--- src/rtl/issue_ctrl_pkg.sv ---
package issue_ctrl_pkg;

  typedef enum logic [1:0] {
    UNIT_INT  = 2'd0,
    UNIT_FADD = 2'd1,
    UNIT_MUL  = 2'd2,
    UNIT_DIV  = 2'd3
  } unit_e;

  typedef enum logic [1:0] {
    FWD_RF  = 2'd0,
    FWD_MEM = 2'd1,
    FWD_WB  = 2'd2
  } fwd_e;

  // strobes from the issue control to the tracking datapath
  typedef struct packed {
    logic issue;
    logic divStart;
  } issue_strobe_t;

endpackage

--- src/rtl/issue_hazard_ctrl.sv ---
module issue_hazard_ctrl
  import issue_ctrl_pkg::*;
(
  input  logic          instValid,
  input  unit_e         instUnit,
  input  logic          rawHit,
  input  logic          wawHit,
  input  logic          wbHit,
  input  logic          divBusy,
  output logic          stall,
  output issue_strobe_t strobe
);

  logic divBlock;
  logic anyHazard;

  assign divBlock  = (instUnit == UNIT_DIV) && divBusy;
  assign anyHazard = rawHit || wawHit || wbHit || divBlock;

  always_comb begin
    stall           = instValid && anyHazard;
    strobe.issue    = instValid && !anyHazard;
    strobe.divStart = instValid && !anyHazard && (instUnit == UNIT_DIV);
  end

endmodule

--- src/rtl/issue_track_dp.sv ---
module issue_track_dp
  import issue_ctrl_pkg::*;
#(
  parameter int NUM_REGS = 32,
  parameter int LAT_INT  = 1,
  parameter int LAT_FADD = 2,
  parameter int LAT_MUL  = 3,
  parameter int LAT_DIV  = 4,
  localparam int REG_W   = $clog2(NUM_REGS)
) (
  input  logic             clk,
  input  logic             rstN,
  input  issue_strobe_t    strobe,
  input  unit_e            instUnit,
  input  logic [REG_W-1:0] instDst,
  input  logic [REG_W-1:0] instSrcA,
  input  logic [REG_W-1:0] instSrcB,
  output logic             rawHit,
  output logic             wawHit,
  output logic             wbHit,
  output logic             divBusy,
  output fwd_e             fwdSelA,
  output fwd_e             fwdSelB,
  output logic             wbValid,
  output logic [REG_W-1:0] wbReg
);

  localparam int MAX_AB   = (LAT_INT > LAT_FADD) ? LAT_INT : LAT_FADD;
  localparam int MAX_CD   = (LAT_MUL > LAT_DIV) ? LAT_MUL : LAT_DIV;
  localparam int MAX_LAT  = (MAX_AB > MAX_CD) ? MAX_AB : MAX_CD;
  localparam int CNT_W    = $clog2(MAX_LAT);
  // slot k books the write-back k cycles from now; issue books MAX_LAT+2 at most
  localparam int WB_DEPTH = MAX_LAT + 3;
  localparam int IDX_W    = $clog2(WB_DEPTH);

  logic [IDX_W-1:0] curLat;
  logic [CNT_W-1:0] readyCnt [NUM_REGS];
  logic [CNT_W-1:0] divCnt;
  logic             slotVld  [WB_DEPTH];
  logic [REG_W-1:0] slotDst  [WB_DEPTH];

  always_comb begin
    unique case (instUnit)
      UNIT_INT:  curLat = IDX_W'(LAT_INT);
      UNIT_FADD: curLat = IDX_W'(LAT_FADD);
      UNIT_MUL:  curLat = IDX_W'(LAT_MUL);
      default:   curLat = IDX_W'(LAT_DIV);
    endcase
  end

  // countdown per register until its pending result can be forwarded
  for (genvar r = 0; r < NUM_REGS; r++) begin : g_ready
    always_ff @(posedge clk or negedge rstN) begin
      if (!rstN) begin
        readyCnt[r] <= '0;
      end else if (strobe.issue && (instDst == REG_W'(r))) begin
        readyCnt[r] <= CNT_W'(int'(curLat) - 1);
      end else if (readyCnt[r] != '0) begin
        readyCnt[r] <= readyCnt[r] - CNT_W'(1);
      end
    end
  end

  // non-pipelined divider occupancy
  always_ff @(posedge clk or negedge rstN) begin
    if (!rstN) begin
      divCnt <= '0;
    end else if (strobe.divStart) begin
      divCnt <= CNT_W'(LAT_DIV - 1);
    end else if (divCnt != '0) begin
      divCnt <= divCnt - CNT_W'(1);
    end
  end

  // write-back slot reservation shift register
  for (genvar k = 0; k < WB_DEPTH; k++) begin : g_slot
    logic bookHere;
    assign bookHere = strobe.issue && ((int'(curLat) + 1) == k);
    if (k < WB_DEPTH - 1) begin : g_mid
      always_ff @(posedge clk or negedge rstN) begin
        if (!rstN) begin
          slotVld[k] <= 1'b0;
          slotDst[k] <= '0;
        end else if (bookHere) begin
          slotVld[k] <= 1'b1;
          slotDst[k] <= instDst;
        end else begin
          slotVld[k] <= slotVld[k+1];
          slotDst[k] <= slotDst[k+1];
        end
      end
    end else begin : g_top
      always_ff @(posedge clk or negedge rstN) begin
        if (!rstN) begin
          slotVld[k] <= 1'b0;
          slotDst[k] <= '0;
        end else if (bookHere) begin
          slotVld[k] <= 1'b1;
          slotDst[k] <= instDst;
        end else begin
          slotVld[k] <= 1'b0;
          slotDst[k] <= '0;
        end
      end
    end
  end

  always_comb begin
    rawHit = (readyCnt[instSrcA] != '0) || (readyCnt[instSrcB] != '0);
    wbHit  = 1'b0;
    wawHit = 1'b0;
    for (int k = 0; k < WB_DEPTH; k++) begin
      if (k == int'(curLat) + 2) begin
        wbHit = wbHit || slotVld[k];
      end
      if ((k > int'(curLat) + 2) && slotVld[k] && (slotDst[k] == instDst)) begin
        wawHit = 1'b1;
      end
    end
  end

  assign divBusy = (divCnt != '0);

  always_comb begin
    fwdSelA = FWD_RF;
    fwdSelB = FWD_RF;
    if (strobe.issue) begin
      if (slotVld[2] && (slotDst[2] == instSrcA))      fwdSelA = FWD_MEM;
      else if (slotVld[1] && (slotDst[1] == instSrcA)) fwdSelA = FWD_WB;
      if (slotVld[2] && (slotDst[2] == instSrcB))      fwdSelB = FWD_MEM;
      else if (slotVld[1] && (slotDst[1] == instSrcB)) fwdSelB = FWD_WB;
    end
  end

  assign wbValid = slotVld[0];
  assign wbReg   = slotDst[0];

endmodule

--- src/rtl/exec_issue_ctrl.sv ---
module exec_issue_ctrl
  import issue_ctrl_pkg::*;
#(
  parameter int NUM_REGS = 32,
  parameter int LAT_INT  = 1,
  parameter int LAT_FADD = 2,
  parameter int LAT_MUL  = 3,
  parameter int LAT_DIV  = 4,
  localparam int REG_W   = $clog2(NUM_REGS)
) (
  input  logic             clk,
  input  logic             rstN,
  input  logic             instValid,
  input  logic [1:0]       instUnit,
  input  logic [REG_W-1:0] instDst,
  input  logic [REG_W-1:0] instSrcA,
  input  logic [REG_W-1:0] instSrcB,
  output logic             stall,
  output logic             issueValid,
  output logic [1:0]       issueUnit,
  output logic [1:0]       fwdSelA,
  output logic [1:0]       fwdSelB,
  output logic             wbValid,
  output logic [REG_W-1:0] wbReg
);

  unit_e         unitIn;
  issue_strobe_t strobe;
  logic          rawHit;
  logic          wawHit;
  logic          wbHit;
  logic          divBusy;
  fwd_e          selA;
  fwd_e          selB;

  assign unitIn = unit_e'(instUnit);

  issue_hazard_ctrl u_ctrl (
    .instValid (instValid),
    .instUnit  (unitIn),
    .rawHit    (rawHit),
    .wawHit    (wawHit),
    .wbHit     (wbHit),
    .divBusy   (divBusy),
    .stall     (stall),
    .strobe    (strobe)
  );

  issue_track_dp #(
    .NUM_REGS (NUM_REGS),
    .LAT_INT  (LAT_INT),
    .LAT_FADD (LAT_FADD),
    .LAT_MUL  (LAT_MUL),
    .LAT_DIV  (LAT_DIV)
  ) u_dp (
    .clk      (clk),
    .rstN     (rstN),
    .strobe   (strobe),
    .instUnit (unitIn),
    .instDst  (instDst),
    .instSrcA (instSrcA),
    .instSrcB (instSrcB),
    .rawHit   (rawHit),
    .wawHit   (wawHit),
    .wbHit    (wbHit),
    .divBusy  (divBusy),
    .fwdSelA  (selA),
    .fwdSelB  (selB),
    .wbValid  (wbValid),
    .wbReg    (wbReg)
  );

  assign issueValid = strobe.issue;
  assign issueUnit  = strobe.issue ? instUnit : 2'b00;
  assign fwdSelA    = selA;
  assign fwdSelB    = selB;

endmodule

--- config.mk ---
export PLATFORM = sky130hd
export DESIGN_NAME = exec_issue_ctrl
export DESIGN_NICKNAME = d
export VERILOG_FILES = /design/src/rtl/issue_ctrl_pkg.sv /design/src/rtl/issue_hazard_ctrl.sv /design/src/rtl/issue_track_dp.sv /design/src/rtl/exec_issue_ctrl.sv
export SDC_FILE = /design/constraint.sdc
export NUM_CORES = 1
export LEC_CHECK = 0
export ABC_CLOCK_PERIOD_IN_PS = 3200
export BUFFER_PORTS_ARGS = -buffer_cell sky130_fd_sc_hd__buf_4
export CORE_ASPECT_RATIO = 1.4
export CORE_MARGIN = 2
export CORE_UTILIZATION = 55
export DETAILED_ROUTE_END_ITERATION = 8
export GPL_TIMING_DRIVEN = 0
export PLACE_DENSITY = 0.73
export SLEW_MARGIN = 20
export SYNTH_ARGS = -nofsm -noshare
export SYNTH_HDL_FRONTEND = slang
export SYNTH_SLANG_ARGS = --single-unit
--- constraint.sdc ---
create_clock -name clk -period 3.2 [get_ports clk]
set_input_delay 0.32 -clock clk [delete_from_list [all_inputs] [get_ports clk]]
set_output_delay 0.32 -clock clk [all_outputs]
set_load 0.01 [all_outputs]
==> reports/metrics.cfg, run 1 <==
[outcome]
status=finished clean

[global_routing]
gr-total-overflow=0
track_usage_pct=26.1
grt_first_pass_wirelength_mm=28.6
grt_pass1_vias=5616
antenna_found_initial=0
grt_max_degree=109

[layout]
n_antenna_cell=0
mostFrequentLayoutCells=107 x dfrtp_1, 74 x inv_1, 66 x mux2i_1
n_fill_cell=1096
syn_to_final_growth_pct=11.5
drive_above_1_share_pct=23.8
fin_nets=820
layout_commonest_cell=dfrtp_1
post-route-util_pct=62.2

[floorplanning]
core-area_um2=13300
dieArea_um2=14400
die_y_um=141
io_pins=34
core.rowCount=50
die_w_um=102
start_util_pct=55.8

[synthesis]
ys_ff_latch=108
yosys_warnings=0
yosysSeqAreaShare_pct=36.5
syn_area_per_cell_um2=10.3
yosysUniqueCellTypes=49
synth_edf_count=0
synth-main-ff-cell=dfrtp_1
syn_area_um2=7400
syn_inst=716
synth_nets=776
synthArstFlopShare_pct=100

[clock_tree]
holdBufCountCts=0
cts_htree_levels=3
path_clk_slew_ps=80
numCtsBuffers=9
clk_path_buf_depth=2
root_buffer=clkbuf_16
cts_tree=yes
clkLatencyLatePin_ps=350
cts_sinks=108

[pwr]
cellLeakagePower_nw=4.22
ir_worst_vdd_mv=0.360
power_density_nw_per_um2=814

[placement]
dpl.hpwl_mm=13.9
gp_congestion=0.969
port_buffers=23

[setup_path]
cp-end-kind=output port
critPathKind=reg -> out
slowest_delay_ps=540
critPathMaxFanout=9
crit_slowest_cell=mux4_2
arrival_ps=2830
startpoint_type=flip-flop
rr_worst_depth=9
cp_data_required_time_ps=2880
cp_cell_sequence=nor3_1 -> a21oi_1 -> mux4_2 -> mux2_4 -> a22oi_4 -> nand3_2 -> inv_4 -> and3_1 -> buf_4

[route]
drtIter0Drc=365
vias_per_cell=5.70
drtPass1Iterations=6
totalWireLength_mm=18.0
ant_nets=0
drc=0
via_count=5397
wire_per_inst_um=19.0

[sta]
hold_slack_ps=72.8
relSlewSlack_pct=33.1
fin_skew_ps=10.6
drv_slew=0
finalHoldViolations=0
fin_crit_sh_pct=98.5
final-setup-viol-count=0
tightest_slew_ps=1000
rsz0062_at_grt=yes
period_needed_ps=3150
fmax_mhz=317

[hold_path]
hold_path.class=in -> async

[run]
maxCapViolCount=0

-- worst max-delay path, delay by kind of cell (launching register included) --
family / cells / cell delay, ps
AND/OR/NAND/NOR: 3 / 590
AO/OA/AOI/OAI: 2 / 350
flip-flops: 1 / 420
multiplexers: 2 / 850
buffers and inverters: 2 / 270
-- per-layer routing --
layer / track usage [%] / wire length (µm) / vias up
met3: 3.17 / 508 / 55
met4: 14.7 / 1040 / 0
met1: 28.1 / 6550 / 2657
li1: - / - / 2533
met5: 0 / 0 / -
met2: 48.0 / 9890 / 152
-- final timing paths --
| check | from | endpoint | slack, ps |
|---|---|---|---|
| max in group asynchronous | rstN | u_dp.readyCnt[14]$_DFFE_PN0P_ | 2400 |
| setup / recovery | u_dp.readyCnt[7]$_DFFE_PN0P_ | fwdSelB[1] | 50 |
| hold / removal | rstN | u_dp.slotDst[0]$_DFF_PN0_ | 70 |
| setup reg to reg | u_dp.readyCnt[7]$_DFFE_PN0P_ | u_dp.slotDst[12]$_DFF_PN0_ | 230 |
| min in group clk | instValid | u_dp.wbValid$_DFF_PN0_ | 450 |
| hold reg to reg | u_dp.slotVld[3]$_DFF_PN0_ | u_dp.slotVld[4]$_DFF_PN0_ | 500 |
-- state kept, by name, indices dropped and copies added, names as in the netlist --
signal and flops:
u_dp.readyCnt 64, u_dp.slotDst 30, u_dp.slotVld 6, u_dp.wbReg 5, u_dp.divCnt 2, u_dp.wbValid 1
-- per-stage QoR --
stage | worst slack (ps) | power [W] | setup TNS (ps) | cells | area [µm²]
floorplan | 662 | 0.00470 | 0 | 716 | 7400
global placement | -27.9 | 0.00513 | -73.9 | 921 | 7800
detailed placement | -40.4 | 0.00546 | -86.8 | 921 | 7800
CTS | 4.03 | 0.00664 | 0 | 937 | 8120
global route | -36.8 | 0.00726 | -66.4 | 947 | 8240
finish | 48.4 | 0.00671 | 0 | 947 | 8240
-- cell usage after synthesis (2+ instances only) --
cell type,number,area [µm²]
a21o_1,2,15.0
nand3_1,19,95.1
nand2b_1,7,43.8
buf_4,12,90.1
o311a_1,2,20.0
nor3_1,27,135
buf_2,9,45.0
clkbuf_1,15,56.3
a31oi_1,2,12.5
nand4_4,2,42.5
nor2_1,64,240
xor2_1,56,490
nand4_2,3,37.5
nor2b_1,2,12.5
and4_1,6,52.6
mux2i_1,67,671
ha_1,39,488
dfrtp_1,108,2700
a21oi_1,26,130
mux2_2,54,608
inv_1,75,282
nand2_1,11,41.3
buf_6,7,78.8
o2111ai_1,2,17.5
mux4_2,10,225
nor4_1,6,37.5
and2_1,2,12.5
xnor2_1,27,236
nand3_2,19,190
nand4_1,10,62.6
and3_1,7,43.8
-- area by class of cell --
cell class	instances	area, µm²	area share, %
Buffer	44	283	3.43
Timing Repair Buffer	33	251	3.05
Inverter	75	284	3.45
Clock buffer	9	225	2.73
Sequential cell	108	2700	32.8
Multi-Input combinational cell	489	4190	50.8
Clock inverter	7	82.6	1.00
Tap cell	182	228	2.76
-- report_power, final --
| group | internal, W | leakage, nW | switching, W | total (W) |
|---|---|---|---|---|
| Sequential | 0.00189 | 1.35 | 0.000423 | 0.00231 |
| Clock | 0.000620 | 0.145 | 0.000545 | 0.00117 |
| Combinational | 0.00161 | 2.72 | 0.00162 | 0.00323 |
-- logic make-up (layout without fill, tap and decap cells) --
family                     after synthesis  count (layout)  share of synthesized area, %
xor gates and xnor gates                83              83                          9.83
AOI/OAI and AO/OA                       43              43                          3.77
DFF                                    108             108                          36.5
adders and majority gates               40              40                          6.87
and+or+nand+nor                        191             191                          14.9
muxes                                  132             132                          20.5
buffers and inverters                  119             168                          7.51
-- timing repair --
| item | 4_1_cts | 5_1_grt |
|---|---|---|
| setup buffers | 0 | 10 |
| pin swaps | 1 | 4 |
| gates resized for setup | 5 | 12 |
| setup endpoints to repair | 3 | 3 |
Note: power is estimated with default switching activity, not from simulation.
==> run 2: changes to the inputs <==
--- a/config.mk
+++ b/config.mk
@@ -7,9 +7,10 @@
 export LEC_CHECK = 0
 export ABC_CLOCK_PERIOD_IN_PS = 3200
 export BUFFER_PORTS_ARGS = -buffer_cell sky130_fd_sc_hd__buf_4
-export CORE_ASPECT_RATIO = 1.4
+export CORE_ASPECT_RATIO = 0.7
 export CORE_MARGIN = 2
 export CORE_UTILIZATION = 55
+export CTS_CLUSTER_DIAMETER = 60
 export DETAILED_ROUTE_END_ITERATION = 8
 export GPL_TIMING_DRIVEN = 0
 export PLACE_DENSITY = 0.73
==> run 2 against run 1 <==
Against the previous run:
- critical path depth up 1
- worst hold slack gained 1.5 ps
- clock skew is 1.7 ps lower
- cell count fell by 1.8%
- utilization grew 0.45 points
- critical endpoint is now stall
- largest cell class unchanged
==> reports/metrics.cfg, run 2 (synthesis gave the netlist of run 1 again) <==
[pwr]
ir_worst_vdd_mv=0.451  ; +25%
cellLeakagePower_nw=4.22  ; about the same
netSwitchingPower_w=0.00268  ; +3.7%
p_sw_share_pct=39.8  ; +1.2 points
comb_power_share_pct=49.1  ; +0.9 points
power_density_nw_per_um2=820  ; +0.68%
cellInternalPower_w=0.00406  ; -1.6%
pwr-share-seq_pct=34.4  ; about the same
clkPwrFrac_pct=16.5  ; -0.9 points

[route]
drtIter0Drc=486  ; +33%
via_count=5571  ; +3.2%
drtPass1Iterations=5  ; -1
wire_per_inst_um=20.3  ; +6.7%
ant_nets=0  ; unchanged
drc=0  ; unchanged
totalWireLength_mm=18.8  ; +4.8%
vias_per_cell=5.99  ; +5.1%

[sta]
fmax_mhz=319  ; +0.62%
hold_slack_ps=74.3  ; +1.48 ps
drv_slew=0  ; unchanged
fin_skew_ps=8.91  ; -1.70 ps
final-setup-viol-count=0  ; unchanged
rsz0062_at_grt=no
period_needed_ps=3130  ; -19.4 ps
tightest_slew_ps=861  ; -142 ps
relSlewSlack_pct=42.6  ; +9.5 points
fin_crit_sh_pct=97.9  ; -0.61 points
finalHoldViolations=0  ; unchanged

[clock_tree]
cts_sinks=108  ; unchanged
clk_path_buf_depth=2  ; unchanged
cts_htree_levels=3  ; unchanged
numCtsBuffers=9  ; unchanged
path_clk_slew_ps=80  ; about the same
clkLatencyLatePin_ps=360  ; about the same
cts_tree=yes
root_buffer=clkbuf_16
holdBufCountCts=0  ; unchanged

[layout]
largest_reg_flops=64  ; unchanged
mostFrequentLayoutCells=108 x dfrtp_1, 74 x inv_1, 66 x mux2i_1
ff_latch_area_um2=2700  ; about the same
n_antenna_cell=0  ; unchanged
syn_to_final_growth_pct=11.2
reg_top3=u_dp.readyCnt: 64 flops, u_dp.slotDst: 30 flops, u_dp.slotVld: 6 flops
layout_commonest_cell=dfrtp_1
largest-register=u_dp.readyCnt
drive_above_1_share_pct=23.7  ; -0.10 points
n_fill_cell=1055  ; -3.7%
multi_input_area_um2=4190  ; +0.18%
fin_nets=819  ; -0.12%
post-route-util_pct=62.6  ; +0.45 points

[setup_path]
crit_slowest_cell=mux4_2
cp_cell_sequence=nor3_1 -> a21oi_1 -> mux4_2 -> mux2_4 -> a22oi_4 -> buf_12 -> buf_12 -> and2_1 -> nor2_1 -> buf_4
cp-end-kind=output port
startpoint_type=flip-flop
critPathKind=reg -> out
arrival_ps=2810  ; -20 ps
r2r_slack_ps=160  ; -70 ps
crit_top_cell=buf_12
slowest_delay_ps=500  ; -40 ps
cp_data_required_time_ps=2880  ; about the same
critPathMaxFanout=10  ; +1

[floorplanning]
start_util_pct=56.3  ; +0.53 points
core-area_um2=13100  ; -0.94%
die_y_um=101  ; -28%
core.rowCount=35  ; -30%
dieArea_um2=14400  ; about the same
die_w_um=143  ; +40%
io_pins=34  ; unchanged

[global_routing]
grt_first_pass_wirelength_mm=30.4  ; +6.2%
antenna_found_initial=0  ; unchanged
grt_max_degree=109  ; unchanged
grt_pass1_vias=5664  ; +0.85%
gr-total-overflow=0  ; unchanged
track_usage_pct=28.0  ; +2.0 points

[outcome]
status=finished clean

[hold_path]
hold_path.class=in -> async

[placement]
port_buffers=23  ; unchanged
dpl.hpwl_mm=14.1  ; +1.5%
gp_congestion=0.963  ; -0.67%

[run]
maxCapViolCount=0  ; unchanged

-- run 2: cell type report --
| type | instances | area share [%] |
|---|---|---|
| clock buffer | 9 | 2.74 |
| tap | 166 | 2.53 |
| timing repair buffer | 32 | 3.00 |
| inverter | 75 | 3.45 |
| sequential | 108 | 32.9 |
| multi-input combinational | 489 | 51.0 |
| buffer | 44 | 3.67 |
| clock inverter | 7 | 0.776 |
-- run 2: critical path: cells and delay by family, from the launching register on --
kind	cells	cell delay, ps
mux	2	800
compound gates	2	370
buf+inv	3	440
simple gates	3	410
flops	1	420
-- run 2: layer usage --
layer  track usage, %  vias to the layer above  share of wire [%]
li1                 -                     2527                  -
met4             8.53                        2                1.9
met3             7.51                       38                8.0
met1             40.6                     2780                 46
met2             41.0                      224                 44
met5             1.75                        -               0.21
-- run 2: stage by stage --
step,instances,power [W],setup WS (ps),setup TNS (ps),cell area (µm²)
floorplan,716,0.00470,662,0,7400
global placement,905,0.00516,-142,-2740,7780
detailed placement,905,0.00548,-178,-2800,7780
CTS,922,0.00663,14.1,0,8110
global route,930,0.00727,13.1,0,8230
finish,930,0.00674,67.9,0,8230
-- run 2: power by group through the flow --
stage	sequential (W)	combinational (W)	clock, W
3_3_place_gp	0.00227	0.00288	0
2_1_floorplan	0.00222	0.00248	0
3_5_place_dp	0.00233	0.00316	0
4_1_cts	0.00230	0.00321	0.00112
6_report	0.00232	0.00331	0.00111
5_1_grt	0.00239	0.00370	0.00118
-- run 2: path summary, 6_finish.rpt --
check | depth (start not counted) | end | from
worst max-delay path | 10 | stall | u_dp.readyCnt[15]$_DFFE_PN0P_
worst min-delay path | 1 | u_dp.slotDst[6]$_DFF_PN0_ | rstN
worst max register to register | 9 | u_dp.slotDst[7]$_DFF_PN0_ | u_dp.readyCnt[15]$_DFFE_PN0P_
worst min register to register | 1 | u_dp.slotVld[1]$_DFF_PN0_ | u_dp.slotVld[0]$_DFF_PN0_
max in group asynchronous | 1 | u_dp.readyCnt[41]$_DFFE_PN0P_ | rstN
min in group clk | 4 | u_dp.divCnt[0]$_DFFE_PN0P_ | instSrcB[4]
-- run 2: repair_timing --
action	4_1_cts	5_1_grt
gates resized for setup	8	17
buffers inserted	1	8
endpoints found under the setup margin	4	10
pin swaps	1	2
